File: src/rtl/rxf_pkg.sv
package rxf_pkg;

    localparam int ADDR_OCTETS = 6;
    localparam int ADDR_BITS   = ADDR_OCTETS * 8;
    localparam int HASH_W      = 6;
    localparam int TBL_BITS    = 1 << HASH_W;
    localparam int REG_DW      = 32;
    localparam int REG_AW      = 6;
    localparam int NUM_UC      = 2;
    localparam int UC_STRIDE   = 8;

    localparam logic [REG_AW-1:0] OFS_TBL_LO = 6'h10;
    localparam logic [REG_AW-1:0] OFS_TBL_HI = 6'h14;
    localparam logic [REG_AW-1:0] OFS_CTRL   = 6'h1C;

    localparam int CTRL_INDIV_BIT = 2;
    localparam int CTRL_BCAST_BIT = 3;

    typedef struct packed {
        logic [NUM_UC-1:0][ADDR_BITS-1:0] ma;
        logic [NUM_UC-1:0]                uc_en;
        logic [TBL_BITS-1:0]              tbl;
        logic                             hash_indiv;
        logic                             bcast_en;
    } filt_cfg_t;

endpackage

File: src/rtl/rxf_cfg_regs.sv
module rxf_cfg_regs
    import rxf_pkg::*;
(
    input  logic              clk,
    input  logic              rst_n,
    input  logic              wr_en_i,
    input  logic [REG_AW-1:0] wr_addr_i,
    input  logic [REG_DW-1:0] wr_data_i,
    output filt_cfg_t         cfg_o
);

    localparam int HI_BITS  = ADDR_BITS - REG_DW;
    localparam int TBL_HI_W = TBL_BITS - REG_DW;

    filt_cfg_t cfg_d, cfg_q;

    always_comb begin
        cfg_d = cfg_q;
        if (wr_en_i) begin
            for (int s = 0; s < NUM_UC; s++) begin
                if (wr_addr_i == REG_AW'(UC_STRIDE * s))
                    cfg_d.ma[s][REG_DW-1:0] = wr_data_i;
                if (wr_addr_i == REG_AW'(UC_STRIDE * s + 4))
                    cfg_d.ma[s][ADDR_BITS-1:REG_DW] = wr_data_i[HI_BITS-1:0];
            end
            if (wr_addr_i == OFS_TBL_LO)
                cfg_d.tbl[REG_DW-1:0] = wr_data_i;
            if (wr_addr_i == OFS_TBL_HI)
                cfg_d.tbl[TBL_BITS-1:REG_DW] = wr_data_i[TBL_HI_W-1:0];
            if (wr_addr_i == OFS_CTRL) begin
                cfg_d.uc_en      = wr_data_i[NUM_UC-1:0];
                cfg_d.hash_indiv = wr_data_i[CTRL_INDIV_BIT];
                cfg_d.bcast_en   = wr_data_i[CTRL_BCAST_BIT];
            end
        end
    end

    always_ff @(posedge clk) begin
        if (!rst_n) cfg_q <= '0;
        else        cfg_q <= cfg_d;
    end

    assign cfg_o = cfg_q;

    // without a write strobe the live configuration holds
    a_r2_hold_without_write: assert property (@(posedge clk) disable iff (!rst_n)
        !wr_en_i |=> $stable(cfg_o));

endmodule

File: src/rtl/rxf_dest_capture.sv
module rxf_dest_capture
    import rxf_pkg::*;
#(
    parameter int LEN_W   = 16,
    parameter int MIN_LEN = 12
) (
    input  logic                 clk,
    input  logic                 rst_n,
    input  logic                 oct_valid_i,
    input  logic                 oct_first_i,
    input  logic [7:0]           oct_data_i,
    input  logic [LEN_W-1:0]     frame_len_i,
    output logic [ADDR_BITS-1:0] dest_o,
    output logic                 short_o,
    output logic                 done_o
);

    localparam int CNT_W = $clog2(ADDR_OCTETS + 1);

    typedef struct packed {
        logic                 active;
        logic [CNT_W-1:0]     cnt;
        logic [ADDR_BITS-1:0] dest;
        logic                 short_f;
        logic                 done;
    } cap_st_t;

    cap_st_t st_d, st_q;

    always_comb begin
        st_d      = st_q;
        st_d.done = 1'b0;
        if (oct_valid_i) begin
            if (oct_first_i) begin
                st_d.active    = 1'b1;
                st_d.cnt       = CNT_W'(1);
                st_d.dest      = '0;
                st_d.dest[7:0] = oct_data_i;
                st_d.short_f   = (frame_len_i < LEN_W'(MIN_LEN));
            end else if (st_q.active && (st_q.cnt < CNT_W'(ADDR_OCTETS))) begin
                st_d.dest[int'(st_q.cnt)*8 +: 8] = oct_data_i;
                st_d.cnt = st_q.cnt + 1'b1;
                if (st_q.cnt == CNT_W'(ADDR_OCTETS - 1))
                    st_d.done = 1'b1;
            end
        end
    end

    always_ff @(posedge clk) begin
        if (!rst_n) st_q <= '0;
        else        st_q <= st_d;
    end

    assign dest_o  = st_q.dest;
    assign short_o = st_q.short_f;
    assign done_o  = st_q.done;

    // the octet counter never runs past the destination length
    a_r8_cnt_bound: assert property (@(posedge clk) disable iff (!rst_n)
        st_q.cnt <= CNT_W'(ADDR_OCTETS));

    // a first octet always leaves exactly one octet collected
    a_r10_first_restarts: assert property (@(posedge clk) disable iff (!rst_n)
        (oct_valid_i && oct_first_i) |=> (st_q.cnt == CNT_W'(1)) && !done_o);

endmodule

File: src/rtl/rxf_hash_fold.sv
module rxf_hash_fold #(
    parameter int IN_W  = 48,
    parameter int OUT_W = 6
) (
    input  logic [IN_W-1:0]  value_i,
    output logic [OUT_W-1:0] index_o
);

    for (genvar b = 0; b < OUT_W; b++) begin : g_bit
        logic acc;
        always_comb begin
            acc = 1'b0;
            for (int k = b; k < IN_W; k += OUT_W)
                acc ^= value_i[k];
        end
        assign index_o[b] = acc;
    end

endmodule

File: src/rtl/rxf_match.sv
module rxf_match
    import rxf_pkg::*;
(
    input  logic                 clk,
    input  logic                 rst_n,
    input  filt_cfg_t            cfg_i,
    input  logic [ADDR_BITS-1:0] dest_i,
    input  logic [HASH_W-1:0]    hash_idx_i,
    output logic                 hit_o
);

    logic [NUM_UC-1:0] uc_hit;
    logic              bcast_hit;
    logic              hash_hit;
    logic              group_dest;

    for (genvar s = 0; s < NUM_UC; s++) begin : g_uc
        assign uc_hit[s] = cfg_i.uc_en[s] && (dest_i == cfg_i.ma[s]);
    end

    assign group_dest = dest_i[0];
    assign bcast_hit  = cfg_i.bcast_en && (&dest_i);
    assign hash_hit   = cfg_i.tbl[hash_idx_i] && (cfg_i.hash_indiv || group_dest);
    assign hit_o      = (|uc_hit) || bcast_hit || hash_hit;

    // individual destinations stay out of the hash unless enabled
    a_r6_indiv_gate: assert property (@(posedge clk) disable iff (!rst_n)
        (!cfg_i.hash_indiv && !dest_i[0]) |-> !hash_hit);

    // broadcast cannot pass when its enable and every other source are off
    a_r4_bcast_off: assert property (@(posedge clk) disable iff (!rst_n)
        (!cfg_i.bcast_en && (cfg_i.uc_en == '0) && (cfg_i.tbl == '0)) |-> !hit_o);

endmodule

File: src/rtl/rx_dest_filter.sv
module rx_dest_filter
    import rxf_pkg::*;
#(
    parameter int LEN_W   = 16,
    parameter int MIN_LEN = 12
) (
    input  logic              clk,
    input  logic              rst_n,
    input  logic              cfg_wr_en,
    input  logic [REG_AW-1:0] cfg_wr_addr,
    input  logic [REG_DW-1:0] cfg_wr_data,
    input  logic              oct_valid,
    input  logic              oct_first,
    input  logic [7:0]        oct_data,
    input  logic [LEN_W-1:0]  frame_len,
    output logic              verdict_valid,
    output logic              verdict_accept
);

    filt_cfg_t            live_cfg;
    filt_cfg_t            snap_d, snap_q;
    logic [ADDR_BITS-1:0] dest;
    logic                 short_f;
    logic                 done;
    logic [HASH_W-1:0]    hash_idx;
    logic                 hit;
    logic                 frame_start;

    rxf_cfg_regs u_regs (
        .clk       (clk),
        .rst_n     (rst_n),
        .wr_en_i   (cfg_wr_en),
        .wr_addr_i (cfg_wr_addr),
        .wr_data_i (cfg_wr_data),
        .cfg_o     (live_cfg)
    );

    rxf_dest_capture #(
        .LEN_W   (LEN_W),
        .MIN_LEN (MIN_LEN)
    ) u_cap (
        .clk         (clk),
        .rst_n       (rst_n),
        .oct_valid_i (oct_valid),
        .oct_first_i (oct_first),
        .oct_data_i  (oct_data),
        .frame_len_i (frame_len),
        .dest_o      (dest),
        .short_o     (short_f),
        .done_o      (done)
    );

    rxf_hash_fold #(
        .IN_W  (ADDR_BITS),
        .OUT_W (HASH_W)
    ) u_hash (
        .value_i (dest),
        .index_o (hash_idx)
    );

    rxf_match u_match (
        .clk        (clk),
        .rst_n      (rst_n),
        .cfg_i      (snap_q),
        .dest_i     (dest),
        .hash_idx_i (hash_idx),
        .hit_o      (hit)
    );

    assign frame_start = oct_valid && oct_first;

    always_comb begin
        snap_d = snap_q;
        if (frame_start) snap_d = live_cfg;
    end

    always_ff @(posedge clk) begin
        if (!rst_n) snap_q <= '0;
        else        snap_q <= snap_d;
    end

    assign verdict_valid  = done;
    assign verdict_accept = done && !short_f && hit;

    // the verdict strobe never lasts two cycles
    a_r8_single_strobe: assert property (@(posedge clk) disable iff (!rst_n)
        verdict_valid |=> !verdict_valid);

    // no verdict in the cycle right after a first octet
    a_r8_no_early_verdict: assert property (@(posedge clk) disable iff (!rst_n)
        frame_start |=> !verdict_valid);

    // a short frame is never accepted
    a_r7_short_drop: assert property (@(posedge clk) disable iff (!rst_n)
        (verdict_valid && short_f) |-> !verdict_accept);

    // the per-frame configuration only moves at a frame start
    a_r9_snap_stable: assert property (@(posedge clk) disable iff (!rst_n)
        !frame_start |=> $stable(snap_q));

endmodule

File: config.mk
export PLATFORM = sky130hd
export DESIGN_NAME = rx_dest_filter
export DESIGN_NICKNAME = d
export VERILOG_FILES = /design/src/rtl/rxf_pkg.sv /design/src/rtl/rxf_cfg_regs.sv /design/src/rtl/rxf_dest_capture.sv /design/src/rtl/rxf_hash_fold.sv /design/src/rtl/rxf_match.sv /design/src/rtl/rx_dest_filter.sv
export SDC_FILE = /design/constraint.sdc
export NUM_CORES = 1
export LEC_CHECK = 0
export ABC_AREA = 1
export CAP_MARGIN = 5
export CORE_MARGIN = 2
export CORE_UTILIZATION = 30
export DETAILED_ROUTE_END_ITERATION = 8
export DONT_BUFFER_PORTS = 1
export GPL_TIMING_DRIVEN = 1
export PLACE_DENSITY = 0.43
export SETUP_SLACK_MARGIN = 0.05
export SKIP_LAST_GASP = 1
export SLEW_MARGIN = 10
export SYNTH_ARGS = -nofsm -noshare
export SYNTH_HDL_FRONTEND = slang
export SYNTH_HIERARCHICAL = 1
export SYNTH_SLANG_ARGS = --single-unit
File: constraint.sdc
create_clock -name clk -period 1.9 [get_ports clk]
set_input_delay 0 -clock clk [delete_from_list [all_inputs] [get_ports clk]]
set_output_delay 0 -clock clk [all_outputs]
set_load 0.02 [all_outputs]
* Yosys cells after proc, flatten, opt, wreduce, memory -nomap -nowiden
Index checks and enable logic that the tools add are counted.
** Cells by class
- Divide/modulo/power cells :: 0
- Bitwise operators :: 45
- Mux-type cells :: 6
- Multipliers :: 0
- Order comparisons :: 3
- Shift-type cells :: 2
- Reductions and logical operators :: 26
- Equal/unequal tests :: 9
- $add $sub $neg :: 2
** Operator list (number)
- two-way mux 51 bit :: 2
- == test 48 bit :: 2
- bitwise mux 48 bit :: 1
- AND reduction 48 bit :: 1
- variable shift 8 x 33 -> 48 bit, first input constant :: 1
- indexed part select 8 x 33 -> 48 bit :: 1
- bitwise XOR 1 bit :: 42
- negation 6 -> 33 bit :: 1
- == test 6 x 5 -> 1 bit, second input constant :: 3
- AND reduction 2 bit :: 9
- < comparator 16 x 4 -> 1 bit, second input constant :: 1
- == test 6 x 4 -> 1 bit, second input constant :: 2
- logical AND 1 bit :: 8
- < comparator 6 x 7 -> 1 bit, second input constant :: 1
- binary-select mux 1 bit (select 6 bit) :: 1
- == test 6 x 3 -> 1 bit, second input constant :: 1
- logical NOT 6 bit :: 1
- OR reduction 4 bit :: 1
- adder 3 x 1 -> 3 bit, second input constant :: 1
- == test 3 bit, second input constant :: 1
- logical OR 1 bit :: 3
- < comparator 3 bit, second input constant :: 1
- inverter 1 bit :: 3
- two-way mux 1 bit :: 2
- 3 further kinds :: 3
** Storage, ports and cells
- Memory bits (read-only) :: 0
- Word-level logic and storage cells :: 113
- Bits in latches :: 0
- Input port bits :: 67
- Memories kept :: 0
- RAM bits :: 0
- Output and inout bits :: 2
- Register bits :: 382

* Depth between registers and ports, before layout
Gate-level depths: netlist (run 1).
- Word-level depth :: 12
- Mapped depth :: 26
- Depth with buffers taken out :: 22

* By module
Netlist (run 1), hierarchy kept.
** By module, submodules not included
- rx_dest_filter :: area each 6799.0 um^2, seq. area each 3283.1 um^2, instances 1, cells an instance 1041
- rxf_cfg_regs :: area each 6701.4 um^2, seq. area each 3283.1 um^2, instances 1, cells an instance 951
- rxf_dest_capture :: area each 3100.5 um^2, seq. area each 1081.0 um^2, instances 1, cells an instance 467
- rxf_match :: area each 2264.7 um^2, seq. area each 0.0 um^2, instances 1, cells an instance 486
- rxf_hash_fold :: area each 833.3 um^2, seq. area each 0.0 um^2, instances 1, cells an instance 174

* Least setup slack after synthesis (run 1)
No wires, ideal clock.
- Path kind :: register to output
- Start point :: register u_cap.st_q, in the netlist u_cap/dest_o[18]
- End point :: output port verdict_accept
- Setup slack :: -0.263 ns
- Buffers on the path :: 4
- Data arrival time :: 2.163 ns
- Stages on the path, launching flop included :: 24
- Data required time :: 1.900 ns
- Path through :: dfxtp_1 > buf_4 > xor2_1 > nand3_1 > nand2_1 > nand2_1 > nand2_1 > inv_1 > buf_4 > buf_6 > inv_6 > buf_6 > nand2_1 > nand3_1 > nand3_1 > nand2_1 > nand2_1 > nand3_1 > nand3_1 > nand2_1 > nand2_1 > nand2_1 > nand2_1 > nor2_1
** Between the ends
- Longest elaborated chain between the ends :: 10
- Elaborated cells on any way between the ends :: 18
- Those cells by class :: 2 x eq/ne; 2 x mux; 5 x bitwise; 9 x reduce/logical
** Ends and longest elaborated chain
- start: declaration :: line rxf_dest_capture.sv:28 : cap_st_t st_d, st_q;
- start signal: assignment :: line rxf_dest_capture.sv:51 : else st_q <= st_d;
- bitwise XOR 1 bit (5 in series) :: line rxf_hash_fold.sv:14 : acc ^= value_i[k];
- net u_hash.g_bit[0].acc :: line rxf_hash_fold.sv:10 : logic acc;
- binary-select mux 1 bit (select 6 bit) :: line rxf_match.sv:23 : assign hash_hit = cfg_i.tbl[hash_idx_i] && (cfg_i.hash_indiv || group_dest);
- two-way mux 1 bit (not written as such) :: line rxf_match.sv:23
- logical AND 1 bit :: line rxf_match.sv:23
- logical OR 1 bit :: line rxf_match.sv:24 : assign hit_o = (|uc_hit) || bcast_hit || hash_hit;
- net hit :: line rx_dest_filter.sv:26 : logic hit;
- logical AND 1 bit :: line rx_dest_filter.sv:83 : assign verdict_accept = done && !short_f && hit;
- end: declaration :: line rx_dest_filter.sv:17 : output logic verdict_accept
The timed path passes the listed nets, and every way through them passes these cells. The select of a mux whose other input is x is not followed.

* Worst setup path in the final report (run 1)
- Start point :: register u_cap.st_q, in the netlist u_cap/dest_o[24]
- End point :: output port verdict_accept
** Between the ends
- Longest elaborated chain between the ends :: 9
- Elaborated cells on any way between the ends :: 17
- Those cells by class :: 2 x eq/ne; 2 x mux; 4 x bitwise; 9 x reduce/logical
** Ends and longest elaborated chain
- bitwise XOR 1 bit (4 in series) :: line rxf_hash_fold.sv:14
- net hash_idx[0] :: line rx_dest_filter.sv:25 : logic [HASH_W-1:0] hash_idx;
- binary-select mux 1 bit (select 6 bit) :: line rxf_match.sv:23
- two-way mux 1 bit (not written as such) :: line rxf_match.sv:23
- logical AND 1 bit :: line rxf_match.sv:23
- logical OR 1 bit :: line rxf_match.sv:24
- net hit :: line rx_dest_filter.sv:26
- logical AND 1 bit :: line rx_dest_filter.sv:83
The timed path passes the listed nets, and every way through them passes these cells. The select of a mux whose other input is x is not followed.

==> results of run 1 <==
## final cells by class
type / instances / area, µm²
tap: 855 / 1070
inverter: 352 / 1370
multi-input combinational: 2197 / 9750
timing repair inverter: 3 / 56.3
timing repair buffer: 521 / 5300
clock buffer: 75 / 1450
fill: 6914 / 38000
sequential: 382 / 7660
clock inverter: 9 / 58.8
## through the flow
stage / total power (µW) / cells / setup WS, ns / hold WS, ns / setup TNS (ns)
CTS: 21200 / 4361 / -1.07 / 0.00121 / -10.43
detailed placement: 11600 / 3900 / -0.746 / 0.161 / -1.09
floorplan: 10900 / 3119 / -0.139 / 0.145 / -0.139
global route: 22400 / 4394 / -1.22 / 0.0627 / -1.22
global placement: 11600 / 3900 / -0.739 / 0.155 / -1.29
finish: 21400 / 4394 / -1.00 / 0.0318 / -1.00
## path summary, 6_finish.rpt
check | slack, ns | depth (start not counted) | end | start
setup / recovery | -1.0 | 23 | verdict_accept | u_cap/dest_o[24]
hold / removal | 0.03 | 5 | u_regs/cfg_o[147] | cfg_wr_addr[3]
setup reg to reg | 0.08 | 9 | u_cap/dest_o[5] | u_cap/st_q[50]
hold reg to reg | 0.48 | 2 | snap_q[163] | u_regs/cfg_o[163]
## synth_stat cells (all sizes together)
cell	count
nand3	251
nor4	2
nor3	18
o21a	2
nand3b	15
a21oi	17
xor2	25
buf	166
dfxtp	382
nand4	13
nor2	840
clkbuf	23
or2	4
xnor2	21
inv	352
o31ai	1
ha	7
nand2	944
o21ai	34
o22ai	2
## state kept, by name (all words and copies together), names as in the netlist
name and flops:
snap_q 164, u_regs/cfg_o 164, u_cap/dest_o 48, u_cap/st_q 4, u_cap/done_o 1, u_cap/short_o 1
## timing repair
| item | 4_1_cts | 5_1_grt |
|---|---|---|
| hold buffers | 376 | 0 |
| pin swaps | 4 | 48 |
| buffers inserted | 1 | 20 |
| hold endpoints to repair | 382 | 0 |
| setup endpoints to repair | 24 | 193 |
| gates cloned | 0 | 13 |
| gates resized for setup | 27 | 109 |
## power groups by stage
| stage | Combinational [µW] | Sequential [µW] | Clock (µW) |
|---|---|---|---|
| after floorplan | 2290 | 8600 | 0 |
| after global placement | 2860 | 8710 | 0 |
| after detailed placement | 2880 | 8710 | 0 |
| after CTS | 3570 | 8540 | 9090 |
| after global routing | 4410 | 8580 | 9400 |
| final | 3990 | 8550 | 8900 |
## cell families after synthesis
kind of cell	count (synthesis)	synth area share, %
adder cells (fa/ha/maj)	7	0.445
AND/OR/NAND/NOR	2087	43.2
XOR/XNOR	46	2.05
flip-flops	382	38.8
buffers and inverters	541	14.0
AO/OA/AOI/OAI	56	1.53
## layer usage
layer / global-route usage (%) / routed length (µm) / up-vias
met5: 0 / 11 / -
met4: 5.38 / 1590 / 2
met3: 2.59 / 3420 / 93
met2: 34.6 / 33200 / 432
met1: 28.0 / 34700 / 9549
li1: - / - / 10100
## cells in the final DEF, fill, tap and decap left out, types with 6 or more instances in the layout
cell           netlist  final
clkbuf_1            23     15
nand2_2              9     30
xor2_1              25     24
clkinv_2             0      7
nand3_1            236    213
nor3_1              17     15
clkbuf_16            0     59
nor2_2               5     17
nand3b_1            15     15
o21ai_0             33     33
buf_4               82    116
nand2_4              4     13
nand3_2             13     34
nand2_1            931    898
nor2_1             826    809
xnor2_1             21     21
buf_12               0     19
dfxtp_2              0      6
nor2_4               8     13
a21oi_1             17     15
inv_1              336    323
inv_2               13     20
nand4_1             13     13
dlygate4sd3_1        0    371
clkbuf_8             0     10
dfxtp_1            382    374
## worst max-delay path, delay by kind of cell, from the launching register on
| kind | cells | cell delay [ns] |
|---|---|---|
| flip-flops | 1 | 0.35 |
| buffers and inverters | 4 | 0.42 |
| AND/OR/NAND/NOR | 19 | 1.53 |
==> flow_metrics.tcl, run 1 <==
set metrics [dict create \
    status "complete, but fails checks" \
    failed_checks "negative setup slack" \
    start_util_pct 30.4 \
    endpoint_kind "output port" \
    layout-drive-gt1-share_pct 10.9 \
    grt_first_pass_wirelength_um 109000 \
    max_stage_delay_ns 0.35 \
    cp_max_fo 8 \
    drc 0 \
    die_area_um2 67700 \
    cts-root-buf "clkbuf_16" \
    post-route-util_pct 41.3 \
    clock_path_buffers 3 \
    sw_frac_of_total_pct 29.1 \
    max_freq_mhz 345 \
    die_x_um 260 \
    setup_ws_ns -1.00 \
    drv_slew 0 \
    crit_path_start_kind "flop" \
    comb_power_share_pct 18.6 \
    io_pins 69 \
    synth-seq-cells 382 \
    syn_area_um2 19700 \
    p_seq_share_pct 39.9 \
    peakVddDrop_uv 614 \
    crit_chain "inv_2 -> nand2_2 -> nand3_2 -> nand2_1 -> nand2_2 -> nand2_1 -> nand2_1 -> nand2_2 -> inv_4 -> clkbuf_16 -> inv_16 -> nand2_1 -> nand3_1 -> nand3_1 -> nand2_1 -> nand2_1 -> nand3_2 -> nand3_2 -> nand2_4 -> nand2_4 -> nand2_4 -> nand2_4 -> nor2_4" \
    power_density_nw_per_um2 802 \
    path_clk_slew_ns 0.06 \
    area_delta_synth_final_pct 35.6 \
    tritoncts "done" \
    design_area_um2 26700 \
    critical_path_arrival_ns 2.90 \
    placedInstanceArea_um2 20500 \
    via_count 20100 \
    fin_skew_ns 0.0115 \
    cts.sinks 382 \
    synthDistinctLibCells 35 \
    crit_slowest_cell "dfxtp_2" \
    drtAntennaViolNets 0 \
    path_common_cell "nand2_1" \
    final_hold_viol_count 0 \
    pwr-share-clk_pct 41.5 \
    tightest_slew_ns 0.853 \
    p_sw_uw 6240 \
    drv_cap 0 \
    crit_required_ns 1.90 \
    cts_made_buffers 48 \
    p_leak_uw 0.0124 \
    yosysWarnings 6 \
    grt_usage_pct 20.7 \
    synth_area_leaders "dfxtp_1 39%, nand2_1 18%, nor2_1 16%, inv_1 6.4%, nand3_1 6.0%" \
    via_per_inst 4.58 \
    setup_viol 1 \
    routed_wl_um 72800 \
    rows 93 \
    io_buffers 0 \
    antenna_found_initial 2 \
    clk_latency_ns 0.59 \
    grt_pass1_vias 19300 \
    overflow 0 \
    diodes 0 \
    num-nets-final 3579 \
    synthCells 3119 \
    hold_path.class "primary input to flop" \
    finalCriticalPeriod_ns 2.90 \
    h-tree-depth 2 \
    wire_per_inst_um 16.6 \
    die_h_um 260 \
    synth_fp_nets 3193 \
    first_pass_iters 5 \
    criticalPathCategory "flop to output port" \
    rsz0062_at_grt "true" \
    grt_start_max_net_pins 266 \
    hpwl_um 43600 \
    power.internal_uw 15200 \
    synth_top_area_cell "dfxtp_1" \
    ys_seq_area_share_pct 38.8 \
    synth_top_cell_area_share_pct 38.8 \
    fin_crit_sh_pct 153 \
    relSlewSlack_pct 43.1 \
    core_area_um2 64700 \
    synth.avg_cell_area_um2 6.32 \
    gp_congestion 0.876 \
    drt_iter0_drc 1341 \
]
(Power assumes the default switching activity.)
==> inputs of run 2 (changes only) <==
--- a/config.mk
+++ b/config.mk
@@ -6,13 +6,14 @@
 export NUM_CORES = 1
 export LEC_CHECK = 0
 export ABC_AREA = 1
+export BUFFER_PORTS_ARGS = -buffer_cell sky130_fd_sc_hd__buf_2
 export CAP_MARGIN = 5
 export CORE_MARGIN = 2
 export CORE_UTILIZATION = 30
 export DETAILED_ROUTE_END_ITERATION = 8
-export DONT_BUFFER_PORTS = 1
 export GPL_TIMING_DRIVEN = 1
-export PLACE_DENSITY = 0.43
+export PLACE_DENSITY = 0.44
+export REMOVE_ABC_BUFFERS = 1
 export SETUP_SLACK_MARGIN = 0.05
 export SKIP_LAST_GASP = 1
 export SLEW_MARGIN = 10
==> flow_metrics.tcl, run 2 (synthesized netlist as in run 1, its figures left out) <==
set metrics [dict create \
    setup_ws_ns -0.937 \
    drt_iter0_drc 1128 \
    final_cell_mix "913 x nand2_1, 812 x nor2_1, 372 x dfxtp_1" \
    timing.rr.start "u_cap/st_q[50]" \
    place_ws_ns -0.660 \
    gp_congestion 0.848 \
    rows 93 \
    clk_latency_ns 0.59 \
    overflow 0 \
    die_area_um2 67700 \
    hold_path_startpoint "cfg_wr_addr[0]" \
    crit_path_start_kind "flop" \
    endpoint_kind "output port" \
    drv_cap 0 \
    final_hold_viol_count 0 \
    h-tree-depth 2 \
    diodes 0 \
    grt_pass1_vias 17400 \
    crit_required_ns 1.90 \
    die_x_um 260 \
    clock_path_buffers 3 \
    num-nets-final 3332 \
    p_leak_uw 0.0113 \
    hpwl_um 44200 \
    max_freq_mhz 352 \
    n_fill_cell 7147 \
    pwr-share-clk_pct 43.6 \
    cts-root-buf "clkbuf_16" \
    io_pins 69 \
    power.internal_uw 15200 \
    area_delta_synth_final_pct 19.7 \
    cts_made_buffers 46 \
    grt_start_max_net_pins 107 \
    sw_frac_of_total_pct 28.1 \
    post-route-util_pct 36.4 \
    cts.sinks 382 \
    cp_max_fo 7 \
    ff2ff_path_depth 11 \
    startpoint "u_cap/dest_o[30]" \
    p_seq_share_pct 40.4 \
    relSlewSlack_pct 60.1 \
    first_pass_iters 5 \
    grt_usage_pct 18.7 \
    start_util_pct 30.4 \
    rsz0062_at_grt "true" \
    failed_checks "negative setup slack" \
    core_area_um2 64700 \
    critical_path_arrival_ns 2.84 \
    r2r_slack_ns 0.07 \
    final_common_cell "nand2_1" \
    routed_wl_um 64600 \
    antenna_found_initial 0 \
    io_buffers 66 \
    fin_crit_sh_pct 149 \
    power_density_nw_per_um2 897 \
    grt_first_pass_wirelength_um 98400 \
    tritoncts "done" \
    setup_viol 1 \
    multi_input_area_um2 9570 \
    tightest_slew_ns 0.597 \
    wire_per_inst_um 15.6 \
    criticalPathCategory "flop to output port" \
    drc 0 \
    p_sw_uw 5940 \
    comb_power_share_pct 16.0 \
    finalCriticalPeriod_ns 2.84 \
    die_h_um 260 \
    via_per_inst 4.43 \
    via_count 18400 \
    hold_path.class "primary input to flop" \
    drtAntennaViolNets 0 \
    register_area_um2 7660 \
    peakVddDrop_uv 556 \
    drv_slew 0 \
    fin_skew_ns 0.0147 \
    path_clk_slew_ns 0.06 \
    hold_depth 6 \
    status "complete, but fails checks" \
    layout-drive-gt1-share_pct 13.0 \
]
[run 2: power groups by stage]
stage / sequential, µW / combinational, µW / clock, µW
floorplan: 8650 / 2000 / 0
global placement: 8710 / 3030 / 0
detailed placement: 8720 / 3060 / 0
CTS: 8540 / 3300 / 9470
global route: 8570 / 3800 / 9740
finish: 8540 / 3390 / 9220
[run 2: stage by stage]
step	instances	power (µW)	TNS, ns	instance area, µm²	hold WS, ns
after floorplan	2930	10600	-578.31	18300	0.120
after global placement	4000	11700	-2.34	21000	0.270
after detailed placement	4000	11800	-2.14	21000	0.286
after CTS	4137	21300	-3.60	23300	0.00141
after global routing	4145	22100	-1.15	23600	0.0328
final	4145	21200	-0.937	23600	0.0152
[run 2: layout make-up]
cell class | instances | area share (%)
clock buffers | 64 | 5.43
clock inverters | 16 | 1.16
inverters | 352 | 5.81
multi-input cells | 2198 | 40.6
flip-flops and latches | 382 | 32.5
well taps | 855 | 4.54
repair buffers | 277 | 9.92
repair inverters | 1 | 0.0690
[run 2: layer usage]
layer / GRT usage (%) / up-vias / share of wire [%]
li1: - / 9576 / -
met2: 32.1 / 308 / 48
met5: 0 / - / 0
met4: 5.49 / 0 / 2.3
met1: 24.7 / 8404 / 47
met3: 1.84 / 67 / 3.1
[run 2: timing repair]
item / in CTS / in global routing
setup endpoints to repair: 40 / 53
resized for setup: 44 / 53
hold endpoints to repair: 257 / 0
gates cloned: 2 / 5
hold buffers: 52 / 0
pin swaps: 12 / 15
buffers inserted: 3 / 4
[run 2: worst max-delay path, cell delays in order, from the launching register on]
cell and delay, ns:
dfxtp_4 0.35, inv_2 0.05, nand2_1 0.05, nand3_2 0.08
nand2_1 0.06, nand2_2 0.08, nand2_2 0.07, nand2_2 0.08
nand2_4 0.08, clkinv_8 0.12, buf_6 0.14, nand2_1 0.06
nand3_1 0.08, nand3_1 0.08, nand2_1 0.09, nand2_1 0.05
nand3_1 0.08, nand3_1 0.08, nand2_2 0.13, nand2_2 0.08
nand2_4 0.09, nand2_1 0.05, nor2_1 0.09, buf_4 0.15
[run 2: worst paths after layout]
check / to
max: verdict_accept
min: u_regs/cfg_o[1]
max reg2reg: u_cap/dest_o[26]
min reg2reg: u_regs/cfg_o[42]
==> inputs of run 3 (changes only) <==
==> constraint.sdc (replaced) <==
create_clock -name clk -period 2.3 [get_ports clk]
set_input_delay 0 -clock clk [delete_from_list [all_inputs] [get_ports clk]]
set_output_delay 0 -clock clk [all_outputs]
set_load 0.02 [all_outputs]
==> flow_metrics.tcl, run 3 (synthesized netlist as in run 1, its figures left out) <==
set metrics [dict create \
    critical_path_arrival_ns 2.92 \
    fin_skew_ns 0.0147 \
    drc 0 \
    overflow 0 \
    setup_ws_ns -0.621 \
    gp_congestion 0.894 \
    hold_path.class "primary input to flop" \
    die_h_um 260 \
    diodes 0 \
    wire_per_inst_um 15.5 \
    comb_power_share_pct 16.1 \
    hpwl_um 42900 \
    via_count 18100 \
    drtAntennaViolNets 0 \
    p_leak_uw 0.0110 \
    cts.sinks 382 \
    crit_chain "inv_4 -> nand2_2 -> nand3_2 -> nand2_1 -> nand2_1 -> nand2_1 -> nand2_1 -> nand2_2 -> inv_2 -> buf_12 -> buf_8 -> nand2_1 -> nand3_2 -> nand3_2 -> nand2_1 -> nand2_2 -> nand3_2 -> nand3_2 -> nand2_2 -> nand2_2 -> nand2_4 -> nand2_2 -> nor2_2 -> buf_6" \
    crit_slowest_cell "dfxtp_4" \
    relSlewSlack_pct 58.5 \
    criticalPathCategory "flop to output port" \
    drt_iter0_drc 1109 \
    io_buffers 66 \
    path_clk_slew_ns 0.06 \
    area_delta_synth_final_pct 16.1 \
    cts-root-buf "clkbuf_16" \
    grt_pass1_vias 17100 \
    rsz0062_at_grt "true" \
    die_area_um2 67700 \
    max_stage_delay_ns 0.36 \
    layout-drive-gt1-share_pct 11.2 \
    cp_max_fo 6 \
    endpoint_kind "output port" \
    crit_path_start_kind "flop" \
    failed_checks "negative setup slack" \
    antenna_found_initial 0 \
    final_common_cell "nand2_1" \
    holdWs_ns 0.0190 \
    final.setup.tns_ns -0.621 \
    first_pass_iters 7 \
    design_area_um2 22900 \
    start_util_pct 30.4 \
    sw_frac_of_total_pct 28.9 \
    crit_required_ns 2.30 \
    final_hold_viol_count 0 \
    power_density_nw_per_um2 749 \
    max_freq_mhz 342 \
    final_cell_mix "905 x nand2_1, 822 x nor2_1, 375 x dfxtp_1" \
    grt_usage_pct 18.5 \
    clock_path_buffers 3 \
    cts_made_buffers 46 \
    tightest_slew_ns 0.622 \
    grt_start_max_net_pins 116 \
    fin_crit_sh_pct 127 \
    rows 93 \
    h-tree-depth 2 \
    total_power_uw 17100 \
    status "complete, but fails checks" \
    drv_slew 0 \
    p_seq_share_pct 41.2 \
    placedInstanceArea_um2 20600 \
    num-nets-final 3259 \
    finalCriticalPeriod_ns 2.92 \
    core_area_um2 64700 \
    drv_cap 0 \
    routed_wl_um 63100 \
    tritoncts "done" \
    pwr-share-clk_pct 42.7 \
    p_sw_uw 4960 \
    power.internal_uw 12200 \
    io_pins 69 \
    clk_latency_ns 0.58 \
    setup_viol 1 \
    die_x_um 260 \
    via_per_inst 4.45 \
    peakVddDrop_uv 436 \
    grt_first_pass_wirelength_um 97300 \
]
run 3: final timing paths:
check,start,end,slack (ns),depth (start not counted)
worst max-delay path,u_cap/dest_o[24],verdict_accept,-0.62,24
worst min register to register,u_regs/cfg_o[124],snap_q[124],0.47,2
worst min-delay path,cfg_wr_data[11],u_regs/cfg_o[13],0.02,5
worst max register to register,u_cap/st_q[50],u_cap/dest_o[33],0.18,10
run 3: layout make-up:
| type | count | area (µm²) |
|---|---|---|
| inverters | 352 | 1360 |
| clock buffers | 61 | 1300 |
| repair buffers | 207 | 1760 |
| multi-input cells | 2196 | 9520 |
| flip-flops and latches | 382 | 7660 |
| clock inverters | 20 | 208 |
| well taps | 855 | 1070 |
| fillers | 7178 | 41800 |
run 3: power groups by stage:
stage	Combinational, µW	Clock [µW]	Sequential, µW
after floorplan	1650	0	7140
after global placement	2430	0	7210
after detailed placement	2450	0	7210
after CTS	2610	7500	7070
after global routing	3090	7770	7090
final	2760	7310	7060
run 3: per-stage QoR:
stage / setup slack, ns / util [%] / instances
floorplan: -3.10 / - / 2930
global placement: -0.225 / 31.8 / 3941
detailed placement: -0.230 / 31.8 / 3941
CTS: -0.623 / 35.0 / 4071
global route: -0.827 / 35.4 / 4073
finish: -0.621 / 35.4 / 4073
run 3: routing by layer:
metal | vias to the layer above | wire length (µm) | global-route usage, %
li1 | 9416 | - | -
met1 | 8263 | 29500 | 24.8
met2 | 364 | 29600 | 31.1
met3 | 93 | 2460 | 2.01
met4 | 0 | 1560 | 5.57
met5 | - | 0 | 0
run 3: what timing repair did:
| action | CTS | global route |
|---|---|---|
| pin swaps | 4 | 56 |
| gates cloned | 1 | 1 |
| buffers inserted | 1 | 1 |
| resized for setup | 20 | 60 |
| hold buffers | 47 | 0 |
| setup endpoints to repair | 1 | 2 |
| endpoints found under the hold margin | 196 | 0 |
run 3: critical path, delay by kind of cell (launching register included):
| family | cells | cell delay, ns |
|---|---|---|
| flip-flops | 1 | 0.36 |
| AND/OR/NAND/NOR | 19 | 1.39 |
| buffers and inverters | 5 | 0.56 |
